## config.mk

```make
export PLATFORM = sky130hd
export DESIGN_NAME = pgbuf_commit
export DESIGN_NICKNAME = d
export VERILOG_FILES = /design/src/rtl/pgc_pkg.sv /design/src/rtl/pgc_slots.sv /design/src/rtl/pgc_timer.sv /design/src/rtl/pgc_array.sv /design/src/rtl/pgbuf_commit.sv
export SDC_FILE = /design/constraint.sdc
export NUM_CORES = 2
export LEC_CHECK = 0
export BUFFER_PORTS_ARGS = -buffer_cell sky130_fd_sc_hd__buf_4
export CELL_PAD_IN_SITES_DETAIL_PLACEMENT = 1
export CELL_PAD_IN_SITES_GLOBAL_PLACEMENT = 1
export CORE_ASPECT_RATIO = 0.6
export CORE_MARGIN = 3
export CORE_UTILIZATION = 35
export CTS_CLUSTER_DIAMETER = 100
export CTS_CLUSTER_SIZE = 8
export DETAILED_ROUTE_END_ITERATION = 6
export HOLD_SLACK_MARGIN = 0.12
export PLACE_DENSITY_LB_ADDON = 0.1
export SKIP_CTS_REPAIR_TIMING = 1
export SLEW_MARGIN = 20
export SYNTH_ARGS = -nofsm -noshare
export SYNTH_HDL_FRONTEND = slang
export SYNTH_SLANG_ARGS = --single-unit
export TNS_END_PERCENT = 20
```

## constraint.sdc

```tcl
create_clock -name clk -period 1.05 [get_ports clk]
set_clock_uncertainty 0.05 [all_clocks]
set_input_delay 0.1575 -clock clk [delete_from_list [all_inputs] [get_ports clk]]
set_output_delay 0.1575 -clock clk [all_outputs]
set_load 0.02 [all_outputs]
```

## src/rtl/pgc_pkg.sv

```systemverilog
package pgc_pkg;
  localparam int DATA_W = 8;
  typedef logic [DATA_W-1:0] byte_t;
endpackage

```

## src/rtl/pgc_slots.sv

```systemverilog
module pgc_slots
  import pgc_pkg::*;
#(
  parameter int PAGE_BYTES = 8,
  parameter int ROW_W      = 5,
  localparam int OFF_W     = $clog2(PAGE_BYTES)
) (
  input  logic                         clk,
  input  logic                         rst_n,
  input  logic                         busy_i,
  input  logic                         wp_i,
  input  logic                         open_i,
  input  logic [ROW_W-1:0]             open_row_i,
  input  logic [OFF_W-1:0]             open_off_i,
  input  logic                         byte_vld_i,
  input  byte_t                        byte_dat_i,
  input  logic                         stop_i,
  input  logic                         abort_i,
  output logic                         go_o,
  output logic [ROW_W-1:0]             row_o,
  output logic [PAGE_BYTES-1:0]        vld_o,
  output logic [PAGE_BYTES-1:0][DATA_W-1:0] dat_o
);

  logic                  act_q, act_d;
  logic [ROW_W-1:0]      row_q, row_d;
  logic [OFF_W-1:0]      off_q, off_d;
  logic [PAGE_BYTES-1:0] vld_q, vld_d;
  logic                  take, do_abort, do_open, do_stop, do_byte;

  always_comb begin
    take     = !busy_i;
    do_abort = take && abort_i;
    do_open  = take && !abort_i && open_i;
    do_stop  = take && !abort_i && !open_i && stop_i && act_q;
    do_byte  = take && !abort_i && !open_i && !stop_i && byte_vld_i && act_q;

    act_d = act_q;
    row_d = row_q;
    off_d = off_q;
    vld_d = vld_q;
    if (do_abort) begin
      act_d = 1'b0;
      vld_d = '0;
    end else if (do_open) begin
      act_d = 1'b1;
      row_d = open_row_i;
      off_d = open_off_i;
      vld_d = '0;
    end else if (do_stop) begin
      act_d = 1'b0;
    end else if (do_byte) begin
      vld_d[off_q] = 1'b1;
      off_d        = off_q + 1'b1;
    end
  end

  always_ff @(posedge clk or negedge rst_n) begin
    if (!rst_n) begin
      act_q <= 1'b0;
      row_q <= '0;
      off_q <= '0;
      vld_q <= '0;
    end else begin
      act_q <= act_d;
      row_q <= row_d;
      off_q <= off_d;
      vld_q <= vld_d;
    end
  end

  for (genvar g = 0; g < PAGE_BYTES; g++) begin : g_slot
    logic  slot_we;
    byte_t cell_q;
    assign slot_we = do_byte && (off_q == OFF_W'(g));
    always_ff @(posedge clk) begin
      if (slot_we) begin
        cell_q <= byte_dat_i;
      end
    end
    assign dat_o[g] = cell_q;
  end

  assign go_o  = do_stop && !wp_i && (|vld_q);
  assign row_o = row_q;
  assign vld_o = vld_q;

  AST_FLAGS_CLR: assert property (@(posedge clk) disable iff (!rst_n)
    (open_i && !abort_i && !busy_i) |=> (vld_q == '0));

  AST_FROZEN_BUSY: assert property (@(posedge clk) disable iff (!rst_n)
    busy_i |=> ($stable(vld_q) && $stable(row_q) && $stable(off_q)));

endmodule

```

## src/rtl/pgc_timer.sv

```systemverilog
module pgc_timer #(
  parameter int WCYC   = 40,
  localparam int CW    = (WCYC > 1) ? $clog2(WCYC) : 1
) (
  input  logic clk,
  input  logic rst_n,
  input  logic go_i,
  output logic busy_o,
  output logic fire_o
);

  logic          busy_q, busy_d;
  logic [CW-1:0] cnt_q, cnt_d;
  logic          last;

  always_comb begin
    last   = busy_q && (cnt_q == '0);
    busy_d = busy_q;
    cnt_d  = cnt_q;
    if (!busy_q && go_i) begin
      busy_d = 1'b1;
      cnt_d  = CW'(WCYC - 1);
    end else if (busy_q) begin
      if (last) begin
        busy_d = 1'b0;
      end else begin
        cnt_d = cnt_q - 1'b1;
      end
    end
  end

  always_ff @(posedge clk or negedge rst_n) begin
    if (!rst_n) begin
      busy_q <= 1'b0;
      cnt_q  <= '0;
    end else begin
      busy_q <= busy_d;
      cnt_q  <= cnt_d;
    end
  end

  assign busy_o = busy_q;
  assign fire_o = last;

  AST_CNT_RANGE: assert property (@(posedge clk) disable iff (!rst_n)
    (cnt_q <= CW'(WCYC - 1)));

endmodule

```

## src/rtl/pgc_array.sv

```systemverilog
module pgc_array
  import pgc_pkg::*;
#(
  parameter int ADDR_W     = 8,
  parameter int PAGE_BYTES = 8,
  localparam int OFF_W     = $clog2(PAGE_BYTES),
  localparam int ROW_W     = ADDR_W - OFF_W,
  localparam int DEPTH     = 1 << ADDR_W
) (
  input  logic                              clk,
  input  logic                              rst_n,
  input  logic                              fire_i,
  input  logic                              busy_i,
  input  logic [ROW_W-1:0]                  row_i,
  input  logic [PAGE_BYTES-1:0]             vld_i,
  input  logic [PAGE_BYTES-1:0][DATA_W-1:0] dat_i,
  input  logic                              rd_en_i,
  input  logic [ADDR_W-1:0]                 rd_addr_i,
  output byte_t                             rd_data_o
);

  byte_t mem [DEPTH];
  byte_t rd_q;
  logic  rd_take;

  always_ff @(posedge clk) begin
    for (int i = 0; i < PAGE_BYTES; i++) begin
      if (fire_i && vld_i[i]) begin
        mem[{row_i, OFF_W'(i)}] <= dat_i[i];
      end
    end
  end

  assign rd_take = rd_en_i && !busy_i;

  always_ff @(posedge clk or negedge rst_n) begin
    if (!rst_n) begin
      rd_q <= '0;
    end else if (rd_take) begin
      rd_q <= mem[rd_addr_i];
    end
  end

  assign rd_data_o = rd_q;

  AST_RD_HOLD: assert property (@(posedge clk) disable iff (!rst_n)
    busy_i |=> $stable(rd_data_o));

endmodule

```

## src/rtl/pgbuf_commit.sv

```systemverilog
module pgbuf_commit
  import pgc_pkg::*;
#(
  parameter int ADDR_W     = 8,
  parameter int PAGE_BYTES = 8,
  parameter int WCYC       = 40
) (
  input  logic              clk,
  input  logic              rst_n,
  input  logic              open_i,
  input  logic [ADDR_W-1:0] open_addr_i,
  input  logic              byte_vld_i,
  input  logic [7:0]        byte_dat_i,
  input  logic              stop_i,
  input  logic              abort_i,
  input  logic              wp_i,
  input  logic              rd_en_i,
  input  logic [ADDR_W-1:0] rd_addr_i,
  output logic [7:0]        rd_data_o,
  output logic              busy_o
);

  localparam int OFF_W = $clog2(PAGE_BYTES);
  localparam int ROW_W = ADDR_W - OFF_W;

  logic rst_m_q, rst_s_q;

  always_ff @(posedge clk or negedge rst_n) begin
    if (!rst_n) begin
      rst_m_q <= 1'b0;
      rst_s_q <= 1'b0;
    end else begin
      rst_m_q <= 1'b1;
      rst_s_q <= rst_m_q;
    end
  end

  logic                              go;
  logic                              fire;
  logic [ROW_W-1:0]                  row;
  logic [PAGE_BYTES-1:0]             vld;
  logic [PAGE_BYTES-1:0][DATA_W-1:0] dat;

  pgc_slots #(
    .PAGE_BYTES (PAGE_BYTES),
    .ROW_W      (ROW_W)
  ) slots_i (
    .clk        (clk),
    .rst_n      (rst_s_q),
    .busy_i     (busy_o),
    .wp_i       (wp_i),
    .open_i     (open_i),
    .open_row_i (open_addr_i[ADDR_W-1:OFF_W]),
    .open_off_i (open_addr_i[OFF_W-1:0]),
    .byte_vld_i (byte_vld_i),
    .byte_dat_i (byte_dat_i),
    .stop_i     (stop_i),
    .abort_i    (abort_i),
    .go_o       (go),
    .row_o      (row),
    .vld_o      (vld),
    .dat_o      (dat)
  );

  pgc_timer #(
    .WCYC (WCYC)
  ) timer_i (
    .clk    (clk),
    .rst_n  (rst_s_q),
    .go_i   (go),
    .busy_o (busy_o),
    .fire_o (fire)
  );

  pgc_array #(
    .ADDR_W     (ADDR_W),
    .PAGE_BYTES (PAGE_BYTES)
  ) array_i (
    .clk       (clk),
    .rst_n     (rst_s_q),
    .fire_i    (fire),
    .busy_i    (busy_o),
    .row_i     (row),
    .vld_i     (vld),
    .dat_i     (dat),
    .rd_en_i   (rd_en_i),
    .rd_addr_i (rd_addr_i),
    .rd_data_o (rd_data_o)
  );

  AST_BUSY_START: assert property (@(posedge clk) disable iff (!rst_s_q)
    $rose(busy_o) |-> $past(stop_i && !wp_i));

  AST_WP_BLOCK: assert property (@(posedge clk) disable iff (!rst_s_q)
    (stop_i && wp_i && !busy_o) |=> !busy_o);

  AST_ABORT_DROP: assert property (@(posedge clk) disable iff (!rst_s_q)
    (abort_i && !busy_o) |=> !busy_o);

endmodule

```

After elaboration in Yosys (flattened, before gate mapping)

Memory sizes are Yosys's and may differ from the RTL's. A register that Yosys moved wholly into a read port is not among the register bits.
Index checks and enable logic that the tools add are counted.

Logic and storage cells: 115
Memories: 1
Flip-flop bits (word level): 90
Output and inout bits: 9
RAM bits: 2048

Memories:

| memory      | depth | bits a word | rd ports | clocked after memory_dff | write ports | line            | source |
|---|---|---|---|---|---|---|---|
| array_i.mem | 256   | 8           | 1        | 1                        | 8           | pgc_array.sv:22 | `byte_t mem [DEPTH];` |

Reduce and logical (&&, ||, !) cells: 48
Bitwise operators: 2
Add/sub/neg operators: 2
Multiplexer cells: 34
Eq/ne operators: 10
$lt $le $gt $ge: 2

Operators by type and width:

| cell                                                        | number |
|---|---|
| 2-to-1 mux 8 bit                                            | 4 |
| logical AND 1 bit                                           | 31 |
| 2-to-1 mux 1 bit                                            | 23 |
| 2-to-1 mux 6 bit                                            | 3 |
| equality test 3 bit (second input constant)                 | 4 |
| 2-to-1 mux 3 bit                                            | 3 |
| bitwise OR 8 bit                                            | 1 |
| OR reduction 8 bit                                          | 1 |
| equality test 3 x 2 -> 1 bit (second input constant)        | 2 |
| logical NOT 1 bit                                           | 6 |
| logical NOT 6 bit                                           | 1 |
| AND reduction 2 bit                                         | 3 |
| nonzero test 3 bit                                          | 2 |
| subtractor 6 x 1 -> 6 bit (second input constant)           | 1 |
| less-than comparator 3 x 4 -> 1 bit (second input constant) | 1 |
| inequality test 2 x 1 -> 1 bit (second input constant)      | 2 |
| nonzero test 2 bit                                          | 2 |
| adder 3 x 1 -> 3 bit (second input constant)                | 1 |
| demux 1 bit (select 3 bit)                                  | 1 |
| equality test 3 x 1 -> 1 bit (second input constant)        | 1 |
| >= comparator 3 x 1 -> 1 bit (second input constant)        | 1 |
| logical NOT 3 bit                                           | 1 |
| inequality test 3 x 1 -> 1 bit (second input constant)      | 1 |
| AND reduction 3 bit                                         | 1 |
| NOT 1 bit                                                   | 1 |

Logic depth before layout (Yosys ltp)

Depth after elaboration: 10
Depth in mapped cells: 13
Depth with buffers taken out: 8

By module

A second synthesis with hierarchy kept.

Cells, all modules: 4119
Area, all modules: 83503.8 sq um

By module, submodules not included:

| module       | sequential area each (sq um) | area each (sq um) | instances | cells an instance |
|---|---|---|---|---|
| pgc_array    | 61699.2                      | 80141.9           | 1         | 3924 |
| pgc_slots    | 2347.3                       | 2861.5            | 1         | 145 |
| pgc_timer    | 175.2                        | 446.7             | 1         | 47 |
| pgbuf_commit | 50.0                         | 53.8              | 1         | 3 |

Least setup slack after synthesis

No wires, ideal clock.

Kind: reg2reg
From: reg timer_i.cnt_q[0]
To: mem array_i.mem[0][0] in the netlist's numbering (enable)
Path slack: -1.416 ns
Arrival time: 2.045 ns
Clock period less this slack: 2.466 ns
Cell stages (with the launch flop): 8
Buffers on the path: 1
Cell sequence: dfrtp_1 > inv_1 > ha_1 > nand2_1 > nor4b_2 > nand2_1 > clkbuf_1 > nor2_1

RTL lines:

| what                   | line            | source |
|---|---|---|
| start, declared        | pgc_timer.sv:13 | `logic [CW-1:0] cnt_q, cnt_d;` |
| start signal, assigned | pgc_timer.sv:38 | `cnt_q <= cnt_d;` |
| end, declared          | pgc_array.sv:22 |  |

==> impl_metrics.env <==
export IMPL_port_buffers=40
export IMPL_crit_chain="mux4_1 > mux4_2 > o21ai_2 > nor3_1 > a221o_1"
export IMPL_gp_congestion=0.9825
export IMPL_die_w_um=636.8
export IMPL_slowest_stage="mux4_2"
export IMPL_timing_fmax_mhz=404.9
export IMPL_grt_usage=0.2855
export IMPL_r2r_start="array_i.mem[246][4]"
export IMPL_grt_max_degree=40
export IMPL_die_height_um=384.5
export IMPL_status="finished with violations"
export IMPL_synth_largest_area_cell="edfxtp_1"
export IMPL_vias=51470
export IMPL_endpoint_kind="flip-flop"
export IMPL_syn2layout_area_growth_pct=30.76
export IMPL_cts_num_sinks=2146
export IMPL_dpl_cell_area_sq_um=97180
export IMPL_fin_crit_ps=2470
export IMPL_synth_cell_type_count=66
export IMPL_clkPwrFrac=0.464
export IMPL_io_pins=41
export IMPL_coreArea_sq_um=236600
export IMPL_drt_met1_wl_mm=154.0
export IMPL_p_int_uw=152700
export IMPL_powerDensity_nw_per_um2=1797
export IMPL_synthArstFlopShare=0.01584
export IMPL_worstMarginPinSlew_ps=1128
export IMPL_dr_wl_met2_mm=154.3
export IMPL_max_stage_delay_ps=640
export IMPL_grt_overflow_total=0
export IMPL_clock_latency_ps=860
export IMPL_comb_power_share=0.061
export IMPL_start_util=0.3533
export IMPL_yosys_warnings=0
export IMPL_syn_area_sq_um=83570
export IMPL_max_cap_violations=0
export IMPL_maxSlewViolCount=0
export IMPL_p_leak_uw=0.03719
export IMPL_cts_max_level=5
export IMPL_hold_start="open_i"
export IMPL_seqCellArea_sq_um=64270
export IMPL_wl_met3_mm=45.29
export IMPL_first_iter_violations=9221
export IMPL_fin_nets=5513
export IMPL_startpoint_type="flip-flop"
export IMPL_drive_gt1_frac=0.3778
export IMPL_utilization=0.4620
export IMPL_antenna_found_initial=60
export IMPL_fill_cells=21880
export IMPL_grt_pass1_vias=50930
export IMPL_rsz0062_at_grt="yes"
export IMPL_syn_nets=4214
export IMPL_synthTopCellsByArea="edfxtp_1 76%, mux4_2 8.1%, mux2i_1 4.3%, nor2_1 1.4%, mux4_1 1.3%"
export IMPL_dp_hpwl_mm=228.9
export IMPL_fin_crit_sh=2.352
export IMPL_pre_cts_ws_ps=-2282
export IMPL_ir_drop_v=0.001309
export IMPL_drcViolationCount=0
export IMPL_clock_path_buffers=4
export IMPL_worstPathArrival_ps=3150
export IMPL_syn_avg_cell_area_sq_um=20.02
export IMPL_path_clk_slew_ps=60
export IMPL_rows=138
export IMPL_crit_start="array_i.mem[246][4]"
export IMPL_synth_edf_count=2112
export IMPL_numCtsBuffers=310
export IMPL_design_area_sq_um=109300
export IMPL_setup_slack_ps=-1420
export IMPL_holdWs_ps=-73.56
export IMPL_avgViaCountPerCell=5.898
export IMPL_p_seq_frac=0.475
export IMPL_wirelength_mm=364.3
export IMPL_power_uw=196400
export IMPL_ys_seq_elements=2146
export IMPL_synth_top_area_frac=0.7589
export IMPL_cts_tree="built"
export IMPL_critical_path_class="flip-flop to flip-flop"
export IMPL_netSwitchingFraction=0.2224
export IMPL_drtAntennaViolNets=0
export IMPL_setup_violations=3527
export IMPL_netlist_instances=4174
export IMPL_yosysSeqAreaShare=0.7691
export IMPL_cp_required_ps=1730
export IMPL_cts_root_buf="clkbuf_16"
export IMPL_p_sw_uw=43690
export IMPL_cp_max_fo=1
export IMPL_drt_pass1_iterations=6
export IMPL_routed_top_layer="met5"
export IMPL_violations="negative hold slack, negative setup slack"
export IMPL_hp_class="primary input to flip-flop"
export IMPL_wl_per_cell_um=41.75
export IMPL_synth_ff_type="edfxtp_1"
export IMPL_slew_headroom=0.2397
export IMPL_grt_pass1_wl_mm=467.6
export IMPL_hold_violations=8
export IMPL_dieArea_sq_um=244900
export IMPL_multi_input_area_sq_um=19400
-- placed cells by master (no fill, tap or decap), types with 21 or more instances in the layout --
cell type	n
nor2_4	115
a22oi_1	37
diode_2	21
nand2_1	103
o22ai_1	105
buf_8	54
nor2_1	180
dlygate4sd3_1	38
buf_12	212
clkbuf_1	66
a21oi_1	59
mux4_2	310
a221oi_1	24
mux2i_1	361
clkbuf_16	341
o21ai_0	44
edfxtp_1	2112
o221ai_1	42
a211oi_1	31
dfrtp_1	32
nor3_1	24
buf_4	813
mux4_1	32
buf_6	87
-- cells by family (layout without fill, tap and decap cells) --
logic type,Yosys count,after routing,synth area share
simple gates,550,550,0.02816
compound gates,503,503,0.04218
other cells,1,22,0.00004487
xor+xnor,4,4,0.0004193
fa+ha+maj,8,8,0.001198
mux,711,711,0.1382
flops,2146,2146,0.7691
buf+inv,251,1633,0.02069
-- worst paths after layout --
path                                        end  slack (ps)  cells past startpoint
min                            timer_i.cnt_q[2]         -70                      5
min reg2reg                    slots_i.row_o[3]         190                      1
max in group asynchronous        timer_i.busy_o         500                      1
min in group asynchronous               rst_m_q         120                      3
max reg2reg                array_i.rd_data_o[4]       -1420                      5
max                        array_i.rd_data_o[4]       -1420                      5
-- synthesized netlist by cell type (20+ instances only) --
cell,instances
buf_6,30
o22ai_1,107
nand2_1,122
mux4_1,40
a211oi_1,42
mux2i_1,363
mux4_2,302
o221ai_1,50
dfrtp_1,34
a21oi_1,74
edfxtp_1,2112
buf_2,54
clkbuf_1,85
a22oi_1,46
a221oi_1,26
nor3_1,27
nand3_1,20
nor2_1,304
buf_4,36
o21ai_0,54
a2111oi_0,20
-- registers in the layout, indices dropped and copies added, names as in the netlist --
name / cells
slots_i.off_q: 3
timer_i.cnt_q: 6
rst_m_q: 1
slots_i.act_q: 1
slots_i.vld_o: 8
slots_i.g_slot.cell_q: 64
array_i.mem: 2048
timer_i.busy_o: 1
slots_i.row_o: 5
array_i.rd_data_o: 8
rst_s_q: 1
-- power groups by stage --
stage               logic [uW]  registers (uW)  clock network [uW]
finish                   12000           93300               91200
global route             12300           93200               96200
CTS                      11200           93300               92300
detailed placement       11200           94900                   0
global placement         11200           94900                   0
floorplan                 4690           94900                   0
-- metrics by stage --
| stage | cells | TNS, ps |
|---|---|---|
| after floorplan | 4174 | -2491450 |
| after global placement | 8233 | -2394290 |
| after detailed placement | 8233 | -2399680 |
| after CTS | 8628 | -2473040 |
| after global routing | 8706 | -2858050 |
| final | 8727 | -2751520 |
-- layout make-up --
class,count,share of cell area
Antenna cell,21,0.0004809
Sequential cell,2146,0.5882
Tap cell,3150,0.03607
Clock buffer,390,0.07646
Multi-Input combinational cell,1777,0.1775
Clock inverter,5,0.0004694
Timing Repair Buffer,1229,0.1205
Inverter,9,0.0003664
-- worst max-delay path: cells and delay by family, from the launching register on --
kind	cells	cell delay (ps)
flops	1	380
compound gates	2	590
mux	2	1260
simple gates	1	90
-- layer usage --
metal	global-route usage	up-vias
met5	0.004906	-
met4	0.07767	10
met3	0.09404	496
met2	0.4107	3290
met1	0.4125	27790
li1	-	19880
(Power assumes the default switching activity.)
